**config.mk**
```make
export PLATFORM = sky130hd
export DESIGN_NAME = fpcs_unit
export DESIGN_NICKNAME = d
export VERILOG_FILES = /design/src/rtl/fpcs_pkg.sv /design/src/rtl/fpcs_decode.sv /design/src/rtl/fpcs_order.sv /design/src/rtl/fpcs_class.sv /design/src/rtl/fpcs_unit.sv
export SDC_FILE = /design/constraint.sdc
export NUM_CORES = 1
export LEC_CHECK = 0
export ABC_AREA = 1
export BUFFER_PORTS_ARGS = -buffer_cell sky130_fd_sc_hd__buf_2
export CORE_UTILIZATION = 40
export DETAILED_ROUTE_END_ITERATION = 8
export GPL_TIMING_DRIVEN = 0
export PLACE_DENSITY = 0.66
export REMOVE_ABC_BUFFERS = 1
export SLEW_MARGIN = 20
export SYNTH_ARGS = -nofsm -noshare
export SYNTH_HDL_FRONTEND = slang
export SYNTH_SLANG_ARGS = --single-unit
```
**constraint.sdc**
```tcl
create_clock -name clk -period 0.8 [get_ports clk]
set_input_delay 0.12 -clock clk [delete_from_list [all_inputs] [get_ports clk]]
set_output_delay 0.12 -clock clk [all_outputs]
set_load 0.005 [all_outputs]
```
**src/rtl/fpcs_pkg.sv**
```systemverilog
package fpcs_pkg;
  localparam int EXP_W   = 8;
  localparam int FRAC_W  = 23;
  localparam int WORD_W  = 1 + EXP_W + FRAC_W;
  localparam int MAG_W   = WORD_W - 1;
  localparam int CLASS_W = 10;
  localparam int OP_W    = 4;

  localparam logic [WORD_W-1:0] CANON_NAN =
    {1'b0, {EXP_W{1'b1}}, 1'b1, {(FRAC_W-1){1'b0}}};

  typedef enum logic [OP_W-1:0] {
    OP_MIN   = 4'd0,
    OP_MAX   = 4'd1,
    OP_EQ    = 4'd2,
    OP_LT    = 4'd3,
    OP_LE    = 4'd4,
    OP_SGNJ  = 4'd5,
    OP_SGNJN = 4'd6,
    OP_SGNJX = 4'd7,
    OP_CLASS = 4'd8
  } fpcs_op_e;

  typedef struct packed {
    logic sign;
    logic inf;
    logic nan;
    logic snan;
    logic zero;
    logic sub;
    logic norm;
  } fp_kind_t;

  // Split an encoding into its value category.
  function automatic fp_kind_t fp_decode(input logic [WORD_W-1:0] v);
    fp_kind_t k;
    logic [EXP_W-1:0]  e;
    logic [FRAC_W-1:0] f;
    logic e_max, e_zero, f_zero;
    e      = v[WORD_W-2 -: EXP_W];
    f      = v[FRAC_W-1:0];
    e_max  = &e;
    e_zero = ~|e;
    f_zero = ~|f;
    k.sign = v[WORD_W-1];
    k.inf  = e_max & f_zero;
    k.nan  = e_max & ~f_zero;
    k.snan = e_max & ~f_zero & ~f[FRAC_W-1];
    k.zero = e_zero & f_zero;
    k.sub  = e_zero & ~f_zero;
    k.norm = ~e_max & ~e_zero;
    return k;
  endfunction

  // Same-sign ordering on magnitude: larger magnitude is smaller when negative.
  function automatic logic mag_before(input logic neg,
                                      input logic [MAG_W-1:0] ma,
                                      input logic [MAG_W-1:0] mb);
    return neg ? (ma > mb) : (ma < mb);
  endfunction

  // Numeric less-than for non-NaN values; both zeros compare equal.
  function automatic logic fp_less(input logic [WORD_W-1:0] a,
                                   input logic [WORD_W-1:0] b,
                                   input logic both_zero);
    if (both_zero)                      return 1'b0;
    if (a[WORD_W-1] != b[WORD_W-1])     return a[WORD_W-1];
    return mag_before(a[WORD_W-1], a[MAG_W-1:0], b[MAG_W-1:0]);
  endfunction

  // Total less-than for non-NaN values; -0 sorts below +0.
  function automatic logic fp_less_total(input logic [WORD_W-1:0] a,
                                         input logic [WORD_W-1:0] b);
    if (a[WORD_W-1] != b[WORD_W-1])     return a[WORD_W-1];
    return mag_before(a[WORD_W-1], a[MAG_W-1:0], b[MAG_W-1:0]);
  endfunction
endpackage

```
**src/rtl/fpcs_decode.sv**
```systemverilog
module fpcs_decode
  import fpcs_pkg::*;
#(
  parameter int N_OPS = 2
) (
  input  logic [N_OPS-1:0][WORD_W-1:0] ops,
  output fp_kind_t [N_OPS-1:0]         kinds
);
  for (genvar i = 0; i < N_OPS; i++) begin : g_dec
    assign kinds[i] = fp_decode(ops[i]);
  end
endmodule

```
**src/rtl/fpcs_order.sv**
```systemverilog
module fpcs_order
  import fpcs_pkg::*;
(
  input  logic [WORD_W-1:0] a,
  input  logic [WORD_W-1:0] b,
  input  logic              a_zero,
  input  logic              b_zero,
  output logic              num_eq,
  output logic              num_lt,
  output logic              tot_lt
);
  logic both_zero;
  assign both_zero = a_zero & b_zero;
  assign num_eq    = (a == b) | both_zero;
  assign num_lt    = fp_less(a, b, both_zero);
  assign tot_lt    = fp_less_total(a, b);
endmodule

```
**src/rtl/fpcs_class.sv**
```systemverilog
module fpcs_class
  import fpcs_pkg::*;
(
  input  fp_kind_t           k,
  output logic [CLASS_W-1:0] mask
);
  logic pos;
  assign pos = ~k.sign;
  always_comb begin
    mask    = '0;
    mask[0] = k.sign & k.inf;
    mask[1] = k.sign & k.norm;
    mask[2] = k.sign & k.sub;
    mask[3] = k.sign & k.zero;
    mask[4] = pos & k.zero;
    mask[5] = pos & k.sub;
    mask[6] = pos & k.norm;
    mask[7] = pos & k.inf;
    mask[8] = k.snan;
    mask[9] = k.nan & ~k.snan;
  end
endmodule

```
**src/rtl/fpcs_unit.sv**
```systemverilog
module fpcs_unit
  import fpcs_pkg::*;
(
  input  logic              clk,
  input  logic              rst_n,
  input  logic [OP_W-1:0]   op_sel,
  input  logic [WORD_W-1:0] src_a,
  input  logic [WORD_W-1:0] src_b,
  output logic [WORD_W-1:0] result,
  output logic              invalid
);
  fpcs_op_e op_e;
  assign op_e = fpcs_op_e'(op_sel);

  // Operand categories
  fp_kind_t [1:0] kinds;
  fp_kind_t       ka, kb;
  fpcs_decode #(.N_OPS(2)) u_dec (
    .ops   ({src_b, src_a}),
    .kinds (kinds)
  );
  assign ka = kinds[0];
  assign kb = kinds[1];

  // Named events used by the selection logic and the assertions
  logic any_nan, any_snan, both_nan;
  assign any_nan  = ka.nan | kb.nan;
  assign any_snan = ka.snan | kb.snan;
  assign both_nan = ka.nan & kb.nan;

  logic num_eq, num_lt, tot_lt;
  fpcs_order u_ord (
    .a      (src_a),
    .b      (src_b),
    .a_zero (ka.zero),
    .b_zero (kb.zero),
    .num_eq (num_eq),
    .num_lt (num_lt),
    .tot_lt (tot_lt)
  );

  logic [CLASS_W-1:0] class_mask;
  fpcs_class u_cls (
    .k    (ka),
    .mask (class_mask)
  );

  logic              is_minmax, is_sgnj, is_cmp;
  logic [WORD_W-1:0] mm_pick;
  assign is_minmax = (op_e == OP_MIN) | (op_e == OP_MAX);
  assign is_sgnj   = (op_e == OP_SGNJ) | (op_e == OP_SGNJN) | (op_e == OP_SGNJX);
  assign is_cmp    = (op_e == OP_EQ) | (op_e == OP_LT) | (op_e == OP_LE);

  always_comb begin
    if (any_snan | both_nan)       mm_pick = CANON_NAN;
    else if (ka.nan)               mm_pick = src_b;
    else if (kb.nan)               mm_pick = src_a;
    else if (op_e == OP_MIN)       mm_pick = tot_lt ? src_a : src_b;
    else                           mm_pick = tot_lt ? src_b : src_a;
  end

  logic [WORD_W-1:0] res_d;
  logic              nv_d;
  always_comb begin
    res_d = '0;
    nv_d  = 1'b0;
    case (op_e)
      OP_MIN, OP_MAX: begin
        res_d = mm_pick;
        nv_d  = any_snan;
      end
      OP_EQ: begin
        res_d[0] = ~any_nan & num_eq;
        nv_d     = any_snan;
      end
      OP_LT: begin
        res_d[0] = ~any_nan & num_lt;
        nv_d     = any_nan;
      end
      OP_LE: begin
        res_d[0] = ~any_nan & (num_lt | num_eq);
        nv_d     = any_nan;
      end
      OP_SGNJ:  res_d = {kb.sign,            src_a[MAG_W-1:0]};
      OP_SGNJN: res_d = {~kb.sign,           src_a[MAG_W-1:0]};
      OP_SGNJX: res_d = {ka.sign ^ kb.sign,  src_a[MAG_W-1:0]};
      OP_CLASS: res_d[CLASS_W-1:0] = class_mask;
      default: begin
        res_d = '0;
        nv_d  = 1'b0;
      end
    endcase
  end

  always_ff @(posedge clk or negedge rst_n) begin
    if (!rst_n) begin
      result  <= '0;
      invalid <= 1'b0;
    end else begin
      result  <= res_d;
      invalid <= nv_d;
    end
  end

  // Assertions
  logic res_is_nan;
  assign res_is_nan = (&result[WORD_W-2 -: EXP_W]) & (|result[FRAC_W-1:0]);

  assert_minmax_canon_R3: assert property (@(posedge clk) disable iff (!rst_n)
    is_minmax |=> (!res_is_nan || result == CANON_NAN));

  assert_minmax_flag_R4: assert property (@(posedge clk) disable iff (!rst_n)
    is_minmax |=> (invalid == $past(any_snan)));

  assert_eq_nan_zero_R5: assert property (@(posedge clk) disable iff (!rst_n)
    (op_e == OP_EQ && any_nan) |=> (result == '0));

  assert_order_nan_flag_R6: assert property (@(posedge clk) disable iff (!rst_n)
    ((op_e == OP_LT || op_e == OP_LE) && any_nan) |=> (invalid && result == '0));

  assert_cmp_boolean_R6: assert property (@(posedge clk) disable iff (!rst_n)
    is_cmp |=> (result[WORD_W-1:1] == '0));

  assert_sgnj_noflag_R8: assert property (@(posedge clk) disable iff (!rst_n)
    is_sgnj |=> !invalid);

  assert_sgnj_body_R7: assert property (@(posedge clk) disable iff (!rst_n)
    is_sgnj |=> (result[MAG_W-1:0] == $past(src_a[MAG_W-1:0])));

  assert_class_onehot_R9: assert property (@(posedge clk) disable iff (!rst_n)
    (op_e == OP_CLASS) |=> ($countones(result[CLASS_W-1:0]) == 1 &&
                            result[WORD_W-1:CLASS_W] == '0 && !invalid));

  assert_decode_exclusive_R9: assert property (@(posedge clk) disable iff (!rst_n)
    ($countones({ka.inf, ka.nan, ka.zero, ka.sub, ka.norm}) == 1 &&
     $countones({kb.inf, kb.nan, kb.zero, kb.sub, kb.norm}) == 1 &&
     (!kb.snan || kb.nan) && (kb.sign == src_b[WORD_W-1])));

  assert_spare_ops_R10: assert property (@(posedge clk) disable iff (!rst_n)
    (op_sel > 4'd8) |=> (result == '0 && !invalid));
endmodule

```
==> results of run 1 <==
[synthesized netlist by cell type, types with 2 or more instances]
| cell type | count | area share (%) |
|---|---|---|
| a21oi_1 | 10 | 1.6 |
| clkbuf_1 | 5 | 0.60 |
| inv_1 | 79 | 9.5 |
| inv_2 | 2 | 0.24 |
| dfrtp_1 | 33 | 26 |
| nor2_2 | 2 | 0.40 |
| nand2_1 | 152 | 18 |
| o21ai_0 | 10 | 1.6 |
| nor3_1 | 5 | 0.80 |
| o21ai_1 | 8 | 1.3 |
| o21bai_2 | 2 | 0.72 |
| nor4_1 | 6 | 1.2 |
| nand4_1 | 16 | 3.2 |
| o22ai_1 | 6 | 1.2 |
| o21bai_1 | 3 | 0.72 |
| ha_1 | 33 | 13 |
| nand3_1 | 53 | 8.5 |
| o211ai_1 | 3 | 0.72 |
| nand2_2 | 3 | 0.60 |
| nor2_1 | 38 | 4.5 |
| buf_4 | 5 | 1.2 |
| buf_6 | 3 | 1.1 |
[layout by cell type (no fill, tap or decap), types with 3 or more instances in the layout]
cell,instances
ha_4,21
inv_2,24
nor2_4,6
nand4_1,16
nor2_2,8
nor3_2,3
buf_4,25
buf_8,5
nand3_4,4
inv_1,50
nor4_1,5
nor2_1,26
buf_6,14
o21ai_0,4
nand2_2,29
ha_1,12
nand2_1,114
a21oi_1,7
a21oi_2,3
o21bai_1,3
o22ai_1,5
dfrtp_1,33
nand2_8,6
inv_4,7
nand3_2,31
buf_12,4
nand3_1,20
buf_2,89
nand2_4,12
o211ai_1,3
clkbuf_8,5
o21ai_1,12
[routing by layer]
layer / vias to the layer above / global-route usage, % / wire length (µm)
met5: - / 0 / 0
met4: 0 / 10.48 / 522
met3: 50 / 4.966 / 995
met2: 244 / 46.15 / 5759
met1: 1829 / 33.02 / 4542
li1: 1851 / - / -
[power by group]
| group | total [mW] | internal, mW | switching, mW | leakage [nW] |
|---|---|---|---|---|
| Sequential | 1.81 | 1.78 | 0.0288 | 0.440 |
| Combinational | 2.50 | 1.06 | 1.44 | 2.12 |
| Clock | 1.23 | 0.574 | 0.657 | 0.0399 |
| Total | 5.54 | 3.41 | 2.12 | 2.60 |
[registers in the layout (all words and copies together) (netlist names)]
name / count
result: 32
invalid: 1
[through the flow]
stage / hold slack, ps / area [µm²] / instances / setup TNS [ps]
floorplan: -175.6 / 3045 / 472 / -47800
global placement: 244.7 / 3680 / 673 / -72680
detailed placement: 245.5 / 3709 / 675 / -72810
CTS: -68.04 / 4652 / 718 / -36570
global route: -24.97 / 5080 / 721 / -44130
finish: -90.95 / 5080 / 721 / -39140
[worst paths after layout]
| kind | startpoint | slack [ps] | to | depth (start not counted) |
|---|---|---|---|---|
| worst max-delay path | src_b[11] | -1160 | result[24] | 21 |
| worst min-delay path | rst_n | -90 | result[13] | 1 |
| max in group asynchronous | rst_n | 400 | result[23] | 1 |
| min in group clk | src_a[19] | 90 | result[19] | 3 |
[cell families (layout without fill, tap and decap cells)]
group | Yosys count | after routing | synth area share, %
adder cells (fa/ha/maj) | 33 | 33 | 13.17
multiplexers | 1 | 1 | 0.3192
AND/OR/NAND/NOR | 279 | 286 | 39.03
buffers and inverters | 94 | 224 | 12.57
AO/OA/AOI/OAI | 45 | 45 | 8.580
flip-flops | 33 | 33 | 26.34
[cell type report]
type | count | area share, %
timing repair buffer | 137 | 18.62
multi-input combinational | 365 | 54.90
inverter | 81 | 6.330
clock buffer | 5 | 1.355
clock inverter | 1 | 0.09852
sequential | 33 | 16.26
tap | 99 | 2.438
[repair_timing]
item,4_1_cts,5_1_grt
pin swaps,49,51
hold endpoints to repair,33,33
setup buffers,29,5
cloned,9,0
endpoints found under the setup margin,66,66
resized for setup,117,109
==> flow_metrics.py, run 1 <==
metrics = {
    "finish": {
        "num_antenna_cells": 0,
        "final_util_pct": 68.57,
        "syn2layout_area_growth_pct": 62.01,
        "multiInputGateArea_um2": 2789,
        "nets": 726,
        "regArea_um2": 825.8,
        "fill_cells": 590,
        "drive_gt1_share_pct": 49.20,
    },
    "timing": {
        "slew_viol_final": 0,
        "max_slew_margin_pct": 47.64,
        "max_freq_mhz": 509.1,
        "period_minus_slack_ps": 1964,
        "tightest_slew_ps": 785.4,
        "setup_viol_count_final": 66,
        "min_period_over_period_pct": 245.5,
        "rsz0062_at_grt": "yes",
        "setup_ws_ps": -1164,
        "hold_viol_final": 33,
        "whs_ps": -90.95,
    },
    "hold_path": {
        "hold_path_class": "in -> async",
    },
    "power": {
        "finalPower_mw": 5.536,
        "powerDensity_nw_per_um2": 1090,
        "p_leak_nw": 2.604,
        "peakVddDrop_uv": 595.0,
    },
    "route": {
        "drt-vias-per-instance": 5.512,
        "via_count": 3974,
        "routedWlPerCell_um": 16.39,
        "wl_mm": 11.82,
        "drc": 0,
        "first_pass_iters": 6,
        "ant_nets": 0,
        "drtIter0Drc": 375,
    },
    "yosys": {
        "synthArstFlopShare_pct": 100.0,
        "synth_cell_types": 30,
        "netlist_instances": 485,
        "syn_avg_cell_area_um2": 6.465,
        "ys.flop_type": "dfrtp_1",
        "synth_edf_count": 0,
        "yosysSeqAreaShare_pct": 26.34,
        "ys_warn_count": 0,
        "syn-cell-area_um2": 3136,
        "ys_ff_latch": 33,
    },
    "clocking": {
        "numClockSinks": 33,
        "cts_max_level": 2,
        "cts_buffers": 5,
        "root_buffer": "clkbuf_8",
        "cts_tree": "done",
        "path_clk_slew_ps": 70,
        "cts_buffer_depth": 2,
    },
    "worst_setup_path": {
        "cpPeakStageDelay_ps": 290,
        "crit_slowest_cell": "ha_1",
        "cp_cell_sequence": "buf_2 -> inv_2 -> ha_1 -> nand2_2 -> nor2_4 -> buf_4 -> a21oi_2 -> nand2_1 -> nand2_1 -> nand2_1 -> nand2_1 -> nand2_2 -> nand2_4 -> nand2_4 -> nand3_4 -> buf_12 -> nand2_8 -> nand2_4 -> nand3_2 -> nand2_1 -> nand2_1",
        "end_kind": "register",
        "critPathLaunchType": "input port",
        "worstPathRequired_ps": 980,
        "cpLargestDelayFamily": "simple AND/OR/NAND/NOR gates",
        "crit_arrival_ps": 2140,
        "crit_path_frequent_cell": "nand2_1",
        "cp_max_fo": 6,
        "timing_worst_setup_path_type": "in -> reg",
        "path_buf_inv": 4,
    },
    "global_routing": {
        "grt_pass1_vias": 3724,
        "grt_start_max_net_pins": 34,
        "overflow": 0,
        "grt_pass1_wl_mm": 17.57,
        "grt_antenna_before_repair": 0,
        "grt.total_usage_pct": 26.86,
    },
    "place": {
        "port-buffer-count": 102,
        "place_congestion": 0.8660,
        "place_ws_ps": -2324,
        "place_hpwl_mm": 7.124,
    },
    "floorplanning": {
        "die_x_um": 90.54,
        "floorplan.rows": 31,
        "die-area_um2": 8197,
        "initial_core_util_pct": 42.32,
        "ioPinCount": 103,
        "die_h_um": 90.54,
        "design.core.area_um2": 7408,
    },
    "run_status": {
        "status": "finished, violations left",
        "failed_checks": "hold timing, setup timing",
    },
    "flow_run": {
        "maxCapViolCount": 0,
    },
}
Power figures use the tool's default switching activity.
==> run 2: changes to the inputs <==
--- a/config.mk
+++ b/config.mk
@@ -10,9 +10,10 @@
 export CORE_UTILIZATION = 40
 export DETAILED_ROUTE_END_ITERATION = 8
 export GPL_TIMING_DRIVEN = 0
-export PLACE_DENSITY = 0.66
+export PLACE_DENSITY = 0.65
 export REMOVE_ABC_BUFFERS = 1
 export SLEW_MARGIN = 20
 export SYNTH_ARGS = -nofsm -noshare
 export SYNTH_HDL_FRONTEND = slang
+export SYNTH_HIERARCHICAL = 1
 export SYNTH_SLANG_ARGS = --single-unit
==> flow_metrics.py, run 2 <==
metrics = {
    "place": {
        "place_hpwl_mm": 6.724,
        "place_ws_ps": -2076,
        "port-buffer-count": 102,
        "place_congestion": 0.8773,
    },
    "clocking": {
        "cts_max_level": 2,
        "cts_buffer_depth": 2,
        "cts_tree": "done",
        "root_buffer": "clkbuf_8",
        "numClockSinks": 33,
        "path_clk_slew_ps": 80,
        "cts_buffers": 5,
    },
    "timing": {
        "hold_viol_final": 33,
        "final.setup.tns_ps": -40800,
        "setup_ws_ps": -1226,
        "min_period_over_period_pct": 253.2,
        "tightest_slew_ps": 782.0,
        "rsz0062_at_grt": "yes",
        "max_freq_mhz": 493.7,
        "setup_viol_count_final": 66,
        "period_minus_slack_ps": 2026,
        "slew_viol_final": 0,
        "max_slew_margin_pct": 47.87,
        "whs_ps": -97.99,
    },
    "route": {
        "via_count": 3782,
        "drtIter0Drc": 231,
        "ant_nets": 0,
        "routedWlPerCell_um": 14.83,
        "wl_mm": 11.00,
        "first_pass_iters": 5,
        "drt-vias-per-instance": 5.097,
        "drc": 0,
    },
    "yosys": {
        "syn-cell-area_um2": 3222,
        "ys_warn_count": 6,
        "syn_avg_cell_area_um2": 6.244,
        "netlist_instances": 516,
    },
    "global_routing": {
        "overflow": 0,
        "grt_antenna_before_repair": 0,
        "grt_start_max_net_pins": 34,
        "grt_pass1_wl_mm": 17.17,
        "grt_pass1_vias": 3665,
        "grt.total_usage_pct": 25.75,
    },
    "power": {
        "p_leak_nw": 2.684,
        "powerDensity_nw_per_um2": 1191,
        "peakVddDrop_uv": 921.4,
        "finalPower_mw": 5.929,
    },
    "finish": {
        "num_antenna_cells": 0,
        "nets": 740,
        "largest_reg_flops": 32,
        "reg_top3": "result: 32 flops, invalid: 1 flops",
        "final_common_cell": "nand2_1",
        "mostFrequentLayoutCells": "nand2_1 (134), buf_2 (75), inv_1 (66)",
        "fill_cells": 679,
        "syn2layout_area_growth_pct": 54.52,
        "regMostFlops": "result",
        "drive_gt1_share_pct": 43.13,
    },
    "worst_setup_path": {
        "cpPeakStageDelay_ps": 270,
        "crit_slowest_cell": "ha_4",
        "crit_path_frequent_cell": "nand2_2",
        "end_kind": "register",
        "cp_cell_sequence": "buf_6 -> inv_1 -> ha_4 -> nand2_2 -> nor2_4 -> nand4_4 -> nor2_4 -> nand2_2 -> nand2_2 -> nand2_1 -> nand2_1 -> nand2_2 -> inv_2 -> nand3_2 -> nand3_4 -> buf_8 -> nand2_8 -> nand2_2 -> nand2_2 -> nand2_1 -> nand2_1",
        "cp_max_fo": 8,
        "cpLargestDelayFamily": "simple AND/OR/NAND/NOR gates",
        "timing_worst_setup_path_type": "in -> reg",
        "critPathLaunchType": "input port",
        "worstPathRequired_ps": 980,
        "crit_arrival_ps": 2210,
        "path_buf_inv": 4,
    },
    "run_status": {
        "failed_checks": "hold timing, setup timing",
        "status": "finished, violations left",
    },
    "floorplanning": {
        "die_h_um": 91.75,
        "floorplan.rows": 32,
        "die-area_um2": 8417,
        "die_x_um": 91.75,
        "design.core.area_um2": 7767,
        "initial_core_util_pct": 41.48,
        "ioPinCount": 103,
    },
    "flow_run": {
        "maxCapViolCount": 0,
    },
    "hold_path": {
        "hold_path_class": "in -> async",
    },
}
==> run 2: cell type report <==
cell class                 count  area (µm²)  share of cell area, %
clock buffer                   6       82.58                  1.659
clock inverter                 2       37.54                 0.7540
inverter                      98       377.9                  7.590
multi-input combinational    378        2650                  53.23
sequential                    33       825.8                  16.59
tap                          102       127.6                  2.563
timing repair buffer         123       877.1                  17.62
==> run 2: where the power goes <==
part           internal (mW)  switching (mW)
sequential              1.78          0.0316
clock                   1.01           0.670
combinational           1.05            1.38
total                   3.85            2.08
==> run 2: worst paths after layout <==
| kind | startpoint | end | depth (start not counted) |
|---|---|---|---|
| setup / recovery | src_b[27] | result[22] | 21 |
| hold / removal | rst_n | result[14] | 1 |
| max in group asynchronous | rst_n | result[13] | 1 |
| min in group clk | src_a[20] | result[20] | 3 |
==> run 2: metal layers <==
metal	up-vias	part of all wire, %	GRT usage (%)	routed length (µm)
met5	-	0	0	0
met1	1744	41	32.03	4537
li1	1848	-	-	-
met2	160	50	44.67	5470
met4	0	2.8	9.115	304
met3	30	6.3	4.478	690
==> run 2: metrics by stage <==
stage,utilization (%),instances,hold WS (ps),instance area [µm²]
global placement,48.29,706,237.2,3751
global route,64.09,742,-37.58,4979
CTS,60.81,739,-77.41,4723
floorplan,-,502,-175.6,3113
finish,64.09,742,-97.99,4979
detailed placement,48.29,706,243.8,3751
==> run 2: timing repair <==
| item | 4_1_cts | 5_1_grt |
|---|---|---|
| buffers inserted | 17 | 5 |
| endpoints found under the hold margin | 33 | 33 |
| gates cloned | 8 | 0 |
| endpoints found under the setup margin | 66 | 66 |
| pin swaps | 47 | 31 |
| resized for setup | 131 | 52 |
==> run 3: changes to the inputs <==
--- a/config.mk
+++ b/config.mk
@@ -8,9 +8,10 @@
 export ABC_AREA = 1
 export BUFFER_PORTS_ARGS = -buffer_cell sky130_fd_sc_hd__buf_2
 export CORE_UTILIZATION = 40
+export CTS_CLUSTER_SIZE = 30
 export DETAILED_ROUTE_END_ITERATION = 8
 export GPL_TIMING_DRIVEN = 0
-export PLACE_DENSITY = 0.65
+export PLACE_DENSITY_LB_ADDON = 0.2
 export REMOVE_ABC_BUFFERS = 1
 export SLEW_MARGIN = 20
 export SYNTH_ARGS = -nofsm -noshare
==> flow_metrics.py, run 3 (synthesis gave the netlist of run 2 again) <==
metrics = {
    "flow_run": {
        "maxCapViolCount": 0,
    },
    "route": {
        "drtIter0Drc": 140,
        "via_count": 3530,
        "wl_mm": 9.817,
        "drc": 0,
        "routedWlPerCell_um": 13.43,
        "ant_nets": 0,
        "first_pass_iters": 5,
        "drt-vias-per-instance": 4.829,
    },
    "worst_setup_path": {
        "timing_worst_setup_path_type": "in -> reg",
        "crit_arrival_ps": 2120,
        "end_kind": "register",
        "worstPathRequired_ps": 970,
        "critPathLaunchType": "input port",
        "cp_max_fo": 7,
        "crit_path_start": "src_b[5]",
    },
    "global_routing": {
        "grt.total_usage_pct": 23.89,
        "overflow": 0,
        "grt_antenna_before_repair": 0,
        "grt_pass1_vias": 3313,
        "grt_pass1_wl_mm": 15.87,
        "grt_start_max_net_pins": 34,
    },
    "place": {
        "placement.cell_area_um2": 3751,
        "place_hpwl_mm": 6.597,
        "place_ws_ps": -2067,
        "port-buffer-count": 102,
        "place_congestion": 0.8757,
        "placed_cells": 706,
    },
    "hold_path": {
        "hold_path_class": "in -> async",
    },
    "finish": {
        "nets": 731,
        "finalNonFillerCells": 731,
        "drive_gt1_share_pct": 40.06,
        "largest_reg_flops": 32,
        "fill_cells": 714,
        "syn2layout_area_growth_pct": 46.99,
        "reg_top3": "result: 32 flops, invalid: 1 flops",
        "final_common_cell": "nand2_1",
        "stdcell_area_um2": 4736,
        "regMostFlops": "result",
        "mostFrequentLayoutCells": "nand2_1 (131), buf_2 (77), inv_1 (67)",
        "num_antenna_cells": 0,
    },
    "power": {
        "p_leak_nw": 2.612,
        "powerDensity_nw_per_um2": 1094,
        "peakVddDrop_uv": 641.1,
    },
    "run_status": {
        "failed_checks": "hold timing, setup timing",
        "status": "finished, violations left",
    },
    "clocking": {
        "cts_buffer_depth": 2,
        "numClockSinks": 33,
        "cts_buffers": 5,
        "cts_tree": "done",
        "root_buffer": "clkbuf_8",
        "cts_max_level": 2,
        "path_clk_slew_ps": 70,
    },
    "floorplanning": {
        "ioPinCount": 103,
        "die_x_um": 91.75,
        "die_h_um": 91.75,
        "initial_core_util_pct": 41.48,
        "design.core.area_um2": 7767,
        "die-area_um2": 8417,
        "floorplan.rows": 32,
    },
    "timing": {
        "rsz0062_at_grt": "yes",
        "min_period_over_period_pct": 243.5,
        "max_freq_mhz": 513.3,
        "max_slew_margin_pct": 46.95,
        "final.setup.tns_ps": -37910,
        "setup_viol_count_final": 66,
        "slew_viol_final": 0,
        "setup_ws_ps": -1148,
        "period_minus_slack_ps": 1948,
        "tightest_slew_ps": 795.7,
        "hold_viol_final": 33,
        "whs_ps": -79.43,
    },
}
==> run 3: cell types whose count changed in the layout (fill, tap and decap cells not counted), moves of 4 or more <==
cell | before | now
buf_6 | 19 | 15
nand3_2 | 23 | 14
ha_1 | 6 | 10
buf_4 | 21 | 16
nand3_1 | 45 | 54
ha_4 | 25 | 21
==> run 3: critical path: stages <==
cell	delay [ps]
buf_2	110
inv_2	50
ha_4	260
nand2_4	60
nor2_4	130
buf_6	100
nand4_1	90
nand3b_1	200
nand2_1	70
nand2_1	60
nand2_2	70
inv_2	40
nand3_2	80
nand3_4	150
nand2_8	160
buf_8	160
nand2_2	60
nand3_2	60
nand3_2	70
==> run 3: final timing paths <==
check / endpoint / slack [ps] / depth (start not counted)
min: result[21] / -80 / 1
max in group asynchronous: result[22] / 380 / 1
min in group clk: result[20] / 70 / 3
max: result[4] / -1150 / 19
==> run 3: layout make-up <==
type                       count  area, µm²  area share [%]
sequential                    33      825.8           17.44
tap                          102      127.6           2.695
clock buffer                   5      68.82           1.453
timing repair buffer         118      839.6           17.73
multi-input combinational    374       2489           52.55
inverter                      98      380.4           8.032
clock inverter                 1      5.005          0.1057
==> run 3: stage by stage <==
stage	total power, mW	util (%)
global route	5.550	60.97
global placement	3.286	48.29
floorplan	2.668	-
detailed placement	3.317	48.29
finish	5.182	60.97
CTS	5.060	58.63
==> run 3: per-layer routing <==
| layer | track usage [%] | part of all wire [%] | up-vias |
|---|---|---|---|
| met5 | 0 | 0 | - |
| met4 | 6.250 | 1.4 | 0 |
| met3 | 4.312 | 5.7 | 10 |
| met2 | 40.54 | 48 | 110 |
| met1 | 31.23 | 45 | 1586 |
| li1 | - | - | 1824 |
==> run 3: where the power goes <==
part	internal (mW)	switching, mW
logic	0.963	1.25
registers	1.78	0.0259
clock network	0.572	0.590
total	3.32	1.87
==> run 3: repair_timing <==
action | CTS | global route
endpoints found under the setup margin | 66 | 66
gates cloned | 2 | 1
buffers inserted | 12 | 4
endpoints found under the hold margin | 33 | 33
pin swaps | 37 | 31
resized for setup | 127 | 39
